**src/rtl/regsb_pkg.sv**
```systemverilog
package regsb_pkg;

   // Default geometry of the tracked register file.
   localparam int unsigned REGSB_DEF_REGS = 32;
   // Register number that is backed by a FIFO queue (0 disables the mapping).
   localparam int unsigned REGSB_DEF_QREG = 1;

   function automatic bit regsb_is_pow2(input int unsigned val);
      return (val != 0) && ((val & (val - 1)) == 0);
   endfunction

endpackage

```
**src/rtl/regsb_decode.sv**
```systemverilog
module regsb_decode #(
   parameter int unsigned NUM_REGS = 32,
   localparam int unsigned IDX_W = $clog2(NUM_REGS)
) (
   input  logic                en,
   input  logic [IDX_W-1:0]    idx,
   output logic [NUM_REGS-1:1] hot
);

   // Register 0 has no output bit, so a request naming it decodes to nothing.
   for (genvar g = 1; g < NUM_REGS; g++) begin : g_line
      assign hot[g] = en && (idx == IDX_W'(g));
   end

endmodule

```
**src/rtl/regsb_state.sv**
```systemverilog
module regsb_state #(
   parameter int unsigned NUM_REGS = 32
) (
   input  logic                clk,
   input  logic                rst,
   input  logic [NUM_REGS-1:1] set_hot,
   input  logic [NUM_REGS-1:1] clr_hot,
   output logic [NUM_REGS-1:1] busy_q
);

   logic [NUM_REGS-1:1] busy_d;

   // The clear is applied first, then the set, so a dispatch in the same
   // cycle as the retirement of an older writer keeps the bit raised.
   always_comb begin
      busy_d = (busy_q & ~clr_hot) | set_hot;
   end

   always_ff @(posedge clk) begin
      if (rst) begin
         busy_q <= '0;
      end else begin
         busy_q <= busy_d;
      end
   end

endmodule

```
**src/rtl/regsb_hazard.sv**
```systemverilog
module regsb_hazard #(
   parameter int unsigned NUM_REGS = 32,
   localparam int unsigned IDX_W = $clog2(NUM_REGS)
) (
   input  logic [NUM_REGS-1:1] busy_q,
   input  logic [IDX_W-1:0]    rd_a,
   input  logic [IDX_W-1:0]    rd_b,
   input  logic [IDX_W-1:0]    wr,
   output logic                clear_to_go
);

   // Position 0 is tied low so register 0 can never report a hazard.
   logic [NUM_REGS-1:0] padded;
   logic                raw_hit;
   logic                waw_hit;

   assign padded = {busy_q, 1'b0};

   always_comb begin
      raw_hit     = padded[rd_a] | padded[rd_b];
      waw_hit     = padded[wr];
      clear_to_go = !(raw_hit || waw_hit);
   end

endmodule

```
**src/rtl/reg_scoreboard.sv**
```systemverilog
module reg_scoreboard
   import regsb_pkg::*;
#(
   parameter int unsigned NUM_REGS  = REGSB_DEF_REGS,
   parameter int unsigned QUEUE_REG = REGSB_DEF_QREG,
   localparam int unsigned IDX_W    = $clog2(NUM_REGS)
) (
   input  logic                clk,
   input  logic                rst,
   input  logic                set_valid,
   input  logic [IDX_W-1:0]    set_idx,
   input  logic                wb_valid,
   input  logic [IDX_W-1:0]    wb_idx,
   input  logic                qdone_valid,
   input  logic [IDX_W-1:0]    src_a,
   input  logic [IDX_W-1:0]    src_b,
   input  logic [IDX_W-1:0]    dst,
   output logic                may_dispatch,
   output logic [NUM_REGS-1:1] busy
);

   // Elaboration-time parameter checks.
   if (!regsb_is_pow2(NUM_REGS) || NUM_REGS < 4) begin : g_bad_regs
      $error("reg_scoreboard: NUM_REGS must be a power of two, at least 4");
   end
   if (QUEUE_REG >= NUM_REGS) begin : g_bad_qreg
      $error("reg_scoreboard: QUEUE_REG must name an existing register");
   end

   logic [NUM_REGS-1:1] set_hot;
   logic [NUM_REGS-1:1] wb_hot;
   logic [NUM_REGS-1:1] clr_hot;

   regsb_decode #(.NUM_REGS(NUM_REGS)) u_set_dec (
      .en  (set_valid),
      .idx (set_idx),
      .hot (set_hot)
   );

   regsb_decode #(.NUM_REGS(NUM_REGS)) u_wb_dec (
      .en  (wb_valid),
      .idx (wb_idx),
      .hot (wb_hot)
   );

   // Clear routing: an ordinary register clears on write-back. The queue
   // register clears only on the completion status, never on write-back.
   for (genvar g = 1; g < NUM_REGS; g++) begin : g_clr
      if (g == QUEUE_REG) begin : g_queue
         assign clr_hot[g] = qdone_valid;
      end else begin : g_plain
         assign clr_hot[g] = wb_hot[g];
      end
   end

   if (QUEUE_REG == 0) begin : g_no_queue
      logic unused_qdone;
      assign unused_qdone = qdone_valid;
   end

   regsb_state #(.NUM_REGS(NUM_REGS)) u_state (
      .clk     (clk),
      .rst     (rst),
      .set_hot (set_hot),
      .clr_hot (clr_hot),
      .busy_q  (busy)
   );

   regsb_hazard #(.NUM_REGS(NUM_REGS)) u_haz (
      .busy_q      (busy),
      .rd_a        (src_a),
      .rd_b        (src_b),
      .wr          (dst),
      .clear_to_go (may_dispatch)
   );

endmodule

```
**config.mk**
```make
export PLATFORM = sky130hd
export DESIGN_NAME = reg_scoreboard
export DESIGN_NICKNAME = d
export VERILOG_FILES = /design/src/rtl/regsb_pkg.sv /design/src/rtl/regsb_decode.sv /design/src/rtl/regsb_state.sv /design/src/rtl/regsb_hazard.sv /design/src/rtl/reg_scoreboard.sv
export SDC_FILE = /design/constraint.sdc
export NUM_CORES = 1
export LEC_CHECK = 0
export ABC_AREA = 1
export BUFFER_PORTS_ARGS = -buffer_cell sky130_fd_sc_hd__clkbuf_2
export CAP_MARGIN = 5
export CORE_MARGIN = 4
export CORE_UTILIZATION = 55
export CTS_CLUSTER_SIZE = 16
export DETAILED_ROUTE_END_ITERATION = 8
export GPL_ROUTABILITY_DRIVEN = 0
export PLACE_DENSITY = 0.87
export REMOVE_ABC_BUFFERS = 1
export SLEW_MARGIN = 20
export SYNTH_ARGS = -nofsm -noshare
export SYNTH_HDL_FRONTEND = slang
export SYNTH_HIERARCHICAL = 1
export SYNTH_SLANG_ARGS = --single-unit
export TNS_END_PERCENT = 10
```
**constraint.sdc**
```tcl
create_clock -name clk -period 2.55 [get_ports clk]
set_input_delay 0.765 -clock clk [delete_from_list [all_inputs] [get_ports clk]]
set_output_delay 0.765 -clock clk [all_outputs]
set_load 0.01 [all_outputs]
```
=== Word-level counts from Yosys, hierarchy flattened ===
Cells that the tools add are included.

* Register bits after elaboration: 31
* Bits in latches: 0
* RAM bits: 0
* Bits in read-only memories: 0
* Input port bits: 30
* Output and inout port bits: 32
* Word-level logic and storage cells: 138
* Memories kept: 0

* Add/subtract/negate cells: 0
* $mul: 0
* Divide/modulo/power cells: 0
* Magnitude comparators: 3
* Equal/unequal tests: 61
* Shifts and indexed selects: 0
* Muxes and demuxes: 6
* Bitwise logic cells: 4
* Reduce and logical (&&, ||, !) cells: 63

{| class="wikitable"
|+ Operators by type and width
! cell !! count
|-
| 5-bit == test, second input constant || 32
|-
| 5-bit by 4-bit == test with 1-bit output, second input constant || 16
|-
| 1-bit logical AND || 61
|-
| 5-bit by 3-bit == test with 1-bit output, second input constant || 8
|-
| 31-bit bitwise AND || 1
|-
| 31-bit inverter || 1
|-
| 31-bit OR || 1
|-
| 5-bit by 2-bit == test with 1-bit output, second input constant || 4
|-
| 5-bit by 6-bit < comparator with 1-bit output, second input constant || 3
|-
| 1-bit binary-select mux with 5-bit select || 3
|-
| 5-bit by 1-bit == test with 1-bit output, second input constant || 1
|-
| 1-bit two-way mux || 3
|-
| 1-bit zero test || 1
|-
| 1-bit logical OR || 1
|-
| 1-bit OR || 1
|}

=== Logic depth before layout (Yosys ltp) ===
Gate-level depths: netlist (run 1).

* Depth in word-level cells: 5
* Gate-level depth with buffers: 12

=== Hierarchy ===
The synthesis (run 1) kept the hierarchy.

{| class="wikitable"
|+ By module, submodules not included
! module !! instances !! cells each !! area an instance (µm²) !! seq. area each (µm²)
|-
| regsb_state || 1 || 158 || 1,158.6 || 620.6
|-
| regsb_hazard || 1 || 236 || 1,061.0 || 0.0
|-
| regsb_decode || 2 || 66 || 269.0 || 0.0
|}

=== Worst setup path before layout (run 1) ===
OpenSTA, ideal clock, no wires.

* Path type: input to output
* From: in dst[0]
* To: out may_dispatch
* Arrival: 1,633 ps
* Slack: 152 ps
* Cell stages on the path: 11
* Buffers on the path: 2
* Cells stage by stage: buf_6 -> buf_4 -> nand2_1 -> nand3_1 -> nand3_1 -> nand2_1 -> nand2_1 -> nand3_1 -> nand2_1 -> nand2_1 -> nor2_1

* Longest elaborated chain between the ends: 4

{| class="wikitable"
|+ Ends and longest elaborated chain
! what !! RTL line !! RTL
|-
| start, declared || reg_scoreboard.sv:17 || <nowiki>input logic [IDX_W-1:0] dst,</nowiki>
|-
| 1-bit binary-select mux with 5-bit select || regsb_hazard.sv:21 || <nowiki>waw_hit = padded[wr];</nowiki>
|-
| 1-bit two-way mux (implied by the code) || regsb_hazard.sv:21 ||
|-
| 1-bit logical OR || regsb_hazard.sv:22 || <nowiki>clear_to_go = !(raw_hit || waw_hit);</nowiki>
|-
| 1-bit zero test || regsb_hazard.sv:22 ||
|-
| end, declared || reg_scoreboard.sv:18 || <nowiki>output logic may_dispatch,</nowiki>
|}

No other way between the ends. The select of a mux whose other input is x is not followed.

=== Final worst setup path (run 1) ===
* From: in src_a[0]
* To: out may_dispatch

* Longest elaborated chain between the ends: 5

{| class="wikitable"
|+ Ends and longest elaborated chain
! what !! RTL line !! RTL
|-
| start, declared || reg_scoreboard.sv:15 || <nowiki>input logic [IDX_W-1:0] src_a,</nowiki>
|-
| 1-bit binary-select mux with 5-bit select || regsb_hazard.sv:20 || <nowiki>raw_hit = padded[rd_a] | padded[rd_b];</nowiki>
|-
| 1-bit two-way mux (implied by the code) || regsb_hazard.sv:20 ||
|-
| 1-bit OR || regsb_hazard.sv:20 ||
|-
| 1-bit logical OR || regsb_hazard.sv:22 ||
|-
| 1-bit zero test || regsb_hazard.sv:22 ||
|}

No other way between the ends. The select of a mux whose other input is x is not followed.

==> results of run 1 <==
[layout by cell type (no fill, tap or decap), types with 2 or more instances in the layout]
cell type	count
o21ai_1	4
o211ai_1	3
a21oi_1	33
nand3_2	10
clkbuf_2	57
nor2_2	8
buf_12	2
buf_16	3
buf_4	4
nand2_1	174
dfxtp_1	31
clkbuf_8	6
nand3_1	61
a21oi_2	2
inv_2	3
inv_1	107
nand2_2	4
nor2_1	66
[worst reg2reg max path, delay by kind of cell (launching register included)]
family / cells / cell delay, ns
compound gates: 1 / 0.12
flops: 1 / 0.48
simple gates: 1 / 0.09
[power groups by stage]
stage	combinational, mW	clock (mW)	sequential (mW)
5_1_grt	0.306	0.377	0.501
3_5_place_dp	0.239	0	0.511
3_3_place_gp	0.235	0	0.511
4_1_cts	0.265	0.353	0.500
6_report	0.282	0.343	0.501
2_1_floorplan	0.127	0	0.510
[metal layers]
metal | wire length [um] | track usage | vias up | share of wire
li1 | - | - | 1699 | -
met1 | 3590 | 0.364 | 1579 | 0.40
met2 | 4170 | 0.504 | 241 | 0.46
met3 | 827 | 0.0420 | 57 | 0.092
met4 | 427 | 0.136 | 0 | 0.047
met5 | 0 | 0 | - | 0
[timing repair]
action	in CTS	in global routing
gates cloned	3	0
pin swaps	17	9
endpoints found under the setup margin	1	1
gates resized for setup	15	13
[worst min path at each step]
stage / start / to / slack [ns] / depth (start not counted)
2_1_floorplan: u_state/busy_q[3] / u_state/busy_q[3] / 0.49 / 2
3_3_place_gp: u_state/busy_q[7] / u_state/busy_q[7] / 0.47 / 2
3_5_place_dp: u_state/busy_q[7] / u_state/busy_q[7] / 0.48 / 2
4_1_cts: u_state/busy_q[7] / u_state/busy_q[7] / 0.49 / 2
5_1_grt: u_state/busy_q[7] / u_state/busy_q[7] / 0.51 / 2
6_report: u_state/busy_q[7] / u_state/busy_q[7] / 0.49 / 2
[per-stage QoR]
stage / utilization / hold WS [ns] / power [mW] / TNS [ns]
final: 0.692 / 0.494 / 1.13 / -0.0764
after global routing: 0.692 / 0.512 / 1.18 / -0.166
after CTS: 0.682 / 0.489 / 1.12 / -0.0102
after detailed placement: 0.639 / 0.480 / 0.750 / -0.0376
after global placement: 0.639 / 0.467 / 0.745 / -0.0364
after floorplan: - / 0.488 / 0.637 / 0
[area by class of cell]
cell class                 instances  area share
timing repair buffer              71       0.151
multi-input combinational        365       0.485
sequential                        31       0.187
tap                               67      0.0253
inverter                         112       0.129
clock buffer                       6      0.0219
==> impl_metrics.ini, run 1 <==
[cts]
cts_buffer_depth = 2
cts_buffers = 5
clock_sinks = 31
htreeDepth = 2
cts_setup_buffers = 0
cts.clk_slew.worst_paths_ns = 0.06
clk_latency_ns = 0.28
cts_tree = yes
cts_hold_buf = 0
cts-root-buf = clkbuf_8

[grt]
grt-ovfl-total = 0
grt_pass1_wl_um = 14800
grt_max_degree = 32
grt_usage = 0.295
antenna_found_initial = 0
first_global_vias = 3237

[floorplan]
start_util = 0.575
coreArea_um2 = 4790
rows = 25
die_x_um = 78.8
die_area_um2 = 6200
die_h_um = 78.8
io_pins = 62

[route]
avgRoutedWirePerCell_um = 13.8
route.final.wire_length_um = 9010
first_pass_iters = 9
viasPerCell = 5.48
initialDrtViolationCount = 397
drcViolationCount = 1
ant_nets = 0
vias = 3576

[setup_path]
path_depth = 12
path_cells = clkbuf_16 -> buf_12 -> a21oi_2 -> o21ai_1 -> nand3_1 -> nand2_1 -> nand2_1 -> nand2_1 -> nand2_1 -> nand2_1 -> nor2_1 -> buf_2
crit_required_ns = 1.79
cp_slowest_cell = clkbuf_16
cp_num_buf_inv = 3
cp_data_arrival_time_ns = 1.86
crit_type = in -> out
crit_path_max_fanout = 6
reg2reg_depth = 2
r2r-end = u_state/busy_q[15]
slowest_delay_ns = 0.14
path_delay_family = simple AND/OR/NAND/NOR gates
r2r_slack_ns = 1.78
cpMostUsedCell = nand2_1
start_kind = primary input
critPathCaptureType = output pin
crit_start = src_a[0]
critPathCapture = may_dispatch
r2r_start = u_state/busy_q[15]

[cells_and_area]
drive_gt1_frac = 0.179
seqCellArea_um2 = 621
final_cells = 652
regMostFlops = u_state/busy_q
multi_input_area_um2 = 1610
finalInstanceArea_um2 = 3310
nNetsFinal = 616
largestRegisters = u_state/busy_q: 31 flops
fillers = 437
largest_reg_flops = 31
diodes = 0
area_delta_synth_final_pct = 20.3

[pwr]
p_comb_frac = 0.250
leakage_nw = 1.48
power_density_nw_per_um2 = 340
p_seq_frac = 0.445
clkPwrFrac = 0.305
switchingPower_mw = 0.349
vdd_drop_max_mv = 0.411
switching_share = 0.310
p_int_mw = 0.777

[timing]
finalWorstSetupSlack_ns = -0.0764
worst_slew_pin_slew_ns = 0.604
slew_headroom = 0.597
slew_viol_final = 0
setup_viol = 1
fin_crit_ns = 2.63
clock_skew_ns = 0
finalHoldViolCount = 0
finalCritPeriodShare = 1.03
max_freq_mhz = 381
rsz0062_at_grt = true

[outcome]
status = finished, violations left
violations = DRC, setup timing

[yosys]
yosys_warnings = 6
synth_area_um2 = 2750
synth_cells = 525
synth.avg_cell_area_um2 = 5.25

[placed_design]
dp_hpwl_um = 6390
post-place-ws_ns = -0.0376
dp_cells = 643
port_buffers = 61
dpl-instance-area_um2 = 3060

[min_path]
hp-class = reg -> reg

[flow_run]
cap_violations = 0
Power figures use the tool's default switching activity.
==> inputs of run 2 (changes only) <==
- ABC_AREA: 1 -> 0
- CELL_PAD_IN_SITES_DETAIL_PLACEMENT: unset -> 1
- CELL_PAD_IN_SITES_GLOBAL_PLACEMENT: unset -> 1
- CORE_UTILIZATION: 55 -> 39
- PLACE_DENSITY: 0.87 -> 0.86
==> run 2 against run 1 <==
The run ends with setup timing left. Sequential power about the same. Cell count shrank 31%. Fmax fell by 16%. Non-clock buffer count increased by 28. First-iteration DRC count decreased by 47%. Routed wire length increased by 11%. Critical path depth is 5 lower. Synthesized cell count down 45%. Clock power grew 13%. Power shrank 1.8%. Critical endpoint unchanged. Largest cell class unchanged.
==> impl_metrics.ini, run 2 <==
[pwr]
power.total_mw = 1.11
vdd_drop_max_mv = 0.183
power_density_nw_per_um2 = 355
leakage_nw = 1.24

[cts]
htreeDepth = 2
cts-root-buf = clkbuf_8
cts_buffers = 5
cts_hold_buf = 0
cts_tree = yes
cts.clk_slew.worst_paths_ns = 0.07
clock_sinks = 31
clk_latency_ns = 0.29
cts_buffer_depth = 2

[cells_and_area]
area_delta_synth_final_pct = 29.0
regMostFlops = u_state/busy_q
multi_input_area_um2 = 1560
fillers = 720
largest_reg_flops = 31
diodes = 0
seqCellArea_um2 = 621
drive_gt1_frac = 0.354
nNetsFinal = 407
largestRegisters = u_state/busy_q: 31 flops
final_cell_mix = nor2_1, clkbuf_2, buf_4
layout_commonest_cell = nor2_1

[placed_design]
dp_hpwl_um = 7650
post-place-ws_ns = -0.714
port_buffers = 61

[floorplan]
start_util = 0.405
io_pins = 62
die_x_um = 86.7
die_h_um = 86.7
rows = 28
die_area_um2 = 7510
coreArea_um2 = 5960

[setup_path]
critPathCaptureType = output pin
r2r-end = u_state/busy_q[13]
crit_type = in -> out
crit_required_ns = 1.79
reg2reg_depth = 3
crit_path_max_fanout = 5
r2r_start = u_state/busy_q[13]
r2r_slack_ns = 1.67
start_kind = primary input
cp_data_arrival_time_ns = 2.38

[timing]
max_freq_mhz = 318
clock_skew_ns = 0
fin_crit_ns = 3.14
rsz0062_at_grt = true
tns_ns = -0.593
setup_viol = 1
finalWorstSetupSlack_ns = -0.593
slew_viol_final = 0
worst_slew_pin_slew_ns = 0.670
finalCritPeriodShare = 1.23
slew_headroom = 0.554
finalHoldViolCount = 0

[route]
ant_nets = 0
route.final.wire_length_um = 9960
avgRoutedWirePerCell_um = 22.0
first_pass_iters = 5
vias = 2655
drcViolationCount = 0
viasPerCell = 5.86
initialDrtViolationCount = 210

[grt]
antenna_found_initial = 0
first_global_vias = 2798
grt_pass1_wl_um = 15200
grt_max_degree = 32
grt_usage = 0.269
grt-ovfl-total = 0

[min_path]
hold_end = u_state/busy_q[8]
hp-class = reg -> reg
holdCritStartpoint = u_state/busy_q[8]
worstHoldPathCells = 2

[outcome]
violations = setup timing
status = finished, violations left

[flow_run]
cap_violations = 0

[yosys]
synth_cells = 287
synth.avg_cell_area_um2 = 8.41
synth_area_um2 = 2410
yosys_warnings = 6
run 2: cell count changes in the layout (fill, tap and decap cells not counted), sizes merged, moves of 12 or more:
| cell | previous run | this run |
|---|---|---|
| nand3 | 71 | 2 |
| nand2b | 0 | 36 |
| nor2 | 74 | 62 |
| buf | 11 | 41 |
| inv | 112 | 33 |
| mux4 | 0 | 20 |
| nand2 | 178 | 4 |
run 2: report_power, final:
group	switching (mW)	internal, mW
sequential	0.00759	0.490
clock	0.196	0.191
combinational	0.123	0.0973
total	0.327	0.779
run 2: layout make-up:
cell class,instances,area share
sequential,31,0.199
inverter,33,0.0398
clock inverter,1,0.00161
tap,75,0.0301
timing repair buffer,99,0.203
multi-input combinational,207,0.501
clock buffer,7,0.0245
run 2: timing repair:
item	in CTS	in global routing
resized for setup	14	6
pin swaps	1	1
endpoints found under the setup margin	1	1
buffers inserted	1	0
run 2: through the flow:
step | cells | area [um2] | hold WS [ns] | util
global route | 453 | 3110 | 0.586 | 0.523
CTS | 453 | 3100 | 0.538 | 0.521
finish | 453 | 3110 | 0.546 | 0.523
floorplan | 271 | 2310 | 0.512 | -
detailed placement | 444 | 2990 | 0.529 | 0.502
global placement | 444 | 2990 | 0.516 | 0.502
run 2: layer usage:
| layer | vias to the layer above | track usage | wire length (um) |
|---|---|---|---|
| met5 | - | 0 | 0 |
| met4 | 0 | 0.101 | 359 |
| met3 | 28 | 0.0295 | 630 |
| met2 | 156 | 0.491 | 5040 |
| met1 | 1299 | 0.323 | 3940 |
| li1 | 1172 | - | - |
run 2: how the worst max path moves through the flow:
stage              from  cells after the start  slack (ns)            to
3_3_place_gp   src_a[0]                      7       -0.59  may_dispatch
3_5_place_dp   src_a[0]                      7       -0.71  may_dispatch
4_1_cts        src_a[0]                      7       -0.55  may_dispatch
2_1_floorplan  src_a[0]                      5       -0.31  may_dispatch
6_report       src_b[1]                      7       -0.59  may_dispatch
5_1_grt        src_a[0]                      7       -0.67  may_dispatch
run 2: critical path, stage by stage:
cell	delay, ns
clkbuf_4	0.16
mux4_2	0.51
mux2_2	0.28
nand3_1	0.08
nand4_1	0.12
nor4_2	0.30
buf_2	0.17
==> inputs of run 3 (changes only) <==
- CORE_UTILIZATION: 39 -> 42
- PLACE_DENSITY: 0.86 -> 0.91
- SETUP_SLACK_MARGIN: unset -> 0.3
- clock period: 2.55 -> 3.9 ns (I/O delays scaled with it)
==> run 3 against run 2 <==
The run now ends clean. First-iteration DRC count is 6.7% lower. Routed wire length decreased by 13%. Sequential share of layout area grew 1.5 points. Critical endpoint unchanged.
==> impl_metrics.ini, run 3 (same netlist as run 2, synthesis figures left out) <==
[floorplan]
die_area_um2 = 7020
coreArea_um2 = 5540
die_x_um = 83.8
start_util = 0.436
die_h_um = 83.8
rows = 27
io_pins = 62

[setup_path]
cp_data_arrival_time_ns = 2.72
crit_path_max_fanout = 6
start_kind = primary input
path_delay_family = multiplexers
cpMostUsedCell = mux4_2
crit_required_ns = 2.73
critPathCaptureType = output pin
path_cells = clkbuf_16 -> mux4_2 -> mux4_2 -> nand2_2 -> o21ai_2 -> nor4_2 -> buf_2
r2r-end = u_state/busy_q[9]
reg2reg_depth = 2
crit_type = in -> out
critPathCapture = may_dispatch
cp_slowest_cell = mux4_2
cp_num_buf_inv = 2
path_depth = 7
r2r_start = u_state/busy_q[9]
crit_start = src_a[0]
slowest_delay_ns = 0.53
r2r_slack_ns = 3.10

[cts]
cts_buffers = 5
clk_latency_ns = 0.29
cts_buffer_depth = 2
clock_sinks = 31
cts_tree = yes
htreeDepth = 2
cts_hold_buf = 0
cts-root-buf = clkbuf_8
cts.clk_slew.worst_paths_ns = 0.07

[grt]
antenna_found_initial = 0
grt_max_degree = 32
first_global_vias = 2604
grt-ovfl-total = 0
grt_pass1_wl_um = 13800
grt_usage = 0.250

[timing]
holdWs_ns = 0.546
rsz0062_at_grt = true
finalHoldViolCount = 0
setup_viol = 0
slew_headroom = 0.543
slew_viol_final = 0
worst_slew_pin_slew_ns = 0.686
max_freq_mhz = 257
finalCritPeriodShare = 0.999
fin_crit_ns = 3.89
clock_skew_ns = 0

[cells_and_area]
regMostFlops = u_state/busy_q
fillers = 712
diodes = 0
layout_commonest_cell = nor2_1
largest_reg_flops = 31
final_cell_mix = nor2_1, clkbuf_2, nand2b_1
nNetsFinal = 377
drive_gt1_frac = 0.310
largestRegisters = u_state/busy_q: 31 flops
fin_util = 0.522
finalInstanceArea_um2 = 2890
area_delta_synth_final_pct = 19.8

[placed_design]
port_buffers = 61
dp_hpwl_um = 6710
dpl-instance-area_um2 = 2770

[route]
first_pass_iters = 4
initialDrtViolationCount = 196
route.final.wire_length_um = 8660
viasPerCell = 5.76
avgRoutedWirePerCell_um = 20.6
drcViolationCount = 0
vias = 2421
ant_nets = 0

[flow_run]
cap_violations = 0

[pwr]
vdd_drop_max_mv = 0.181
leakage_nw = 1.09
power_density_nw_per_um2 = 244
power.total_mw = 0.705

[min_path]
hp-class = reg -> reg

[outcome]
status = completed
[run 3: metal layers]
metal,vias to the layer above,wire length (um),share of wire,GRT usage
met5,-,0,0,0
met3,12,712,0.082,0.0454
met1,1179,3430,0.40,0.309
met2,122,4360,0.50,0.434
li1,1108,-,-,-
met4,0,163,0.019,0.0863
[run 3: worst min path at each step]
| stage | endpoint | cells past startpoint | slack, ns | start |
|---|---|---|---|---|
| after floorplan | u_state/busy_q[25] | 2 | 0.51 | u_state/busy_q[25] |
| after global placement | u_state/busy_q[3] | 2 | 0.51 | u_state/busy_q[3] |
| after detailed placement | u_state/busy_q[26] | 2 | 0.54 | u_state/busy_q[26] |
| after CTS | u_state/busy_q[11] | 2 | 0.55 | u_state/busy_q[11] |
| after global routing | u_state/busy_q[11] | 2 | 0.57 | u_state/busy_q[11] |
| final | u_state/busy_q[1] | 2 | 0.55 | u_state/busy_q[1] |
[run 3: tightest hold or removal path, delay by kind of cell (launching register included)]
family | cells | cell delay [ns]
simple gates | 1 | 0.09
compound gates | 1 | 0.06
flops | 1 | 0.35
[run 3: power by group]
group          internal [mW]  switching [mW]
Sequential             0.321         0.00687
Clock                  0.122           0.129
Combinational         0.0549          0.0721
Total                  0.497           0.207
[run 3: layout make-up]
class | instances | area, um2 | share of cell area
multi-input cells | 207 | 1570 | 0.543
flip-flops and latches | 31 | 621 | 0.215
repair buffers | 69 | 402 | 0.139
inverters | 33 | 124 | 0.0429
well taps | 72 | 90.1 | 0.0312
clock buffers | 5 | 68.8 | 0.0238
clock inverters | 3 | 15.0 | 0.00519
[run 3: repair_timing]
item / in CTS / in global routing
endpoints found under the hold margin: 0 / 0
gates resized for setup: 13 / 8
setup endpoints to repair: 1 / 1
pin swaps: 1 / 2
setup buffers: 0 / 0
gates cloned: 0 / 0
[run 3: metrics by stage]
| step | instances | TNS, ns | setup WS, ns |
|---|---|---|---|
| 3_3_place_gp | 412 | -0.0739 | -0.0739 |
| 6_report | 420 | 0 | 0.00525 |
| 2_1_floorplan | 271 | 0 | 0.234 |
| 5_1_grt | 420 | -0.0363 | -0.0363 |
| 4_1_cts | 420 | -0.0219 | -0.0219 |
| 3_5_place_dp | 412 | -0.234 | -0.234 |
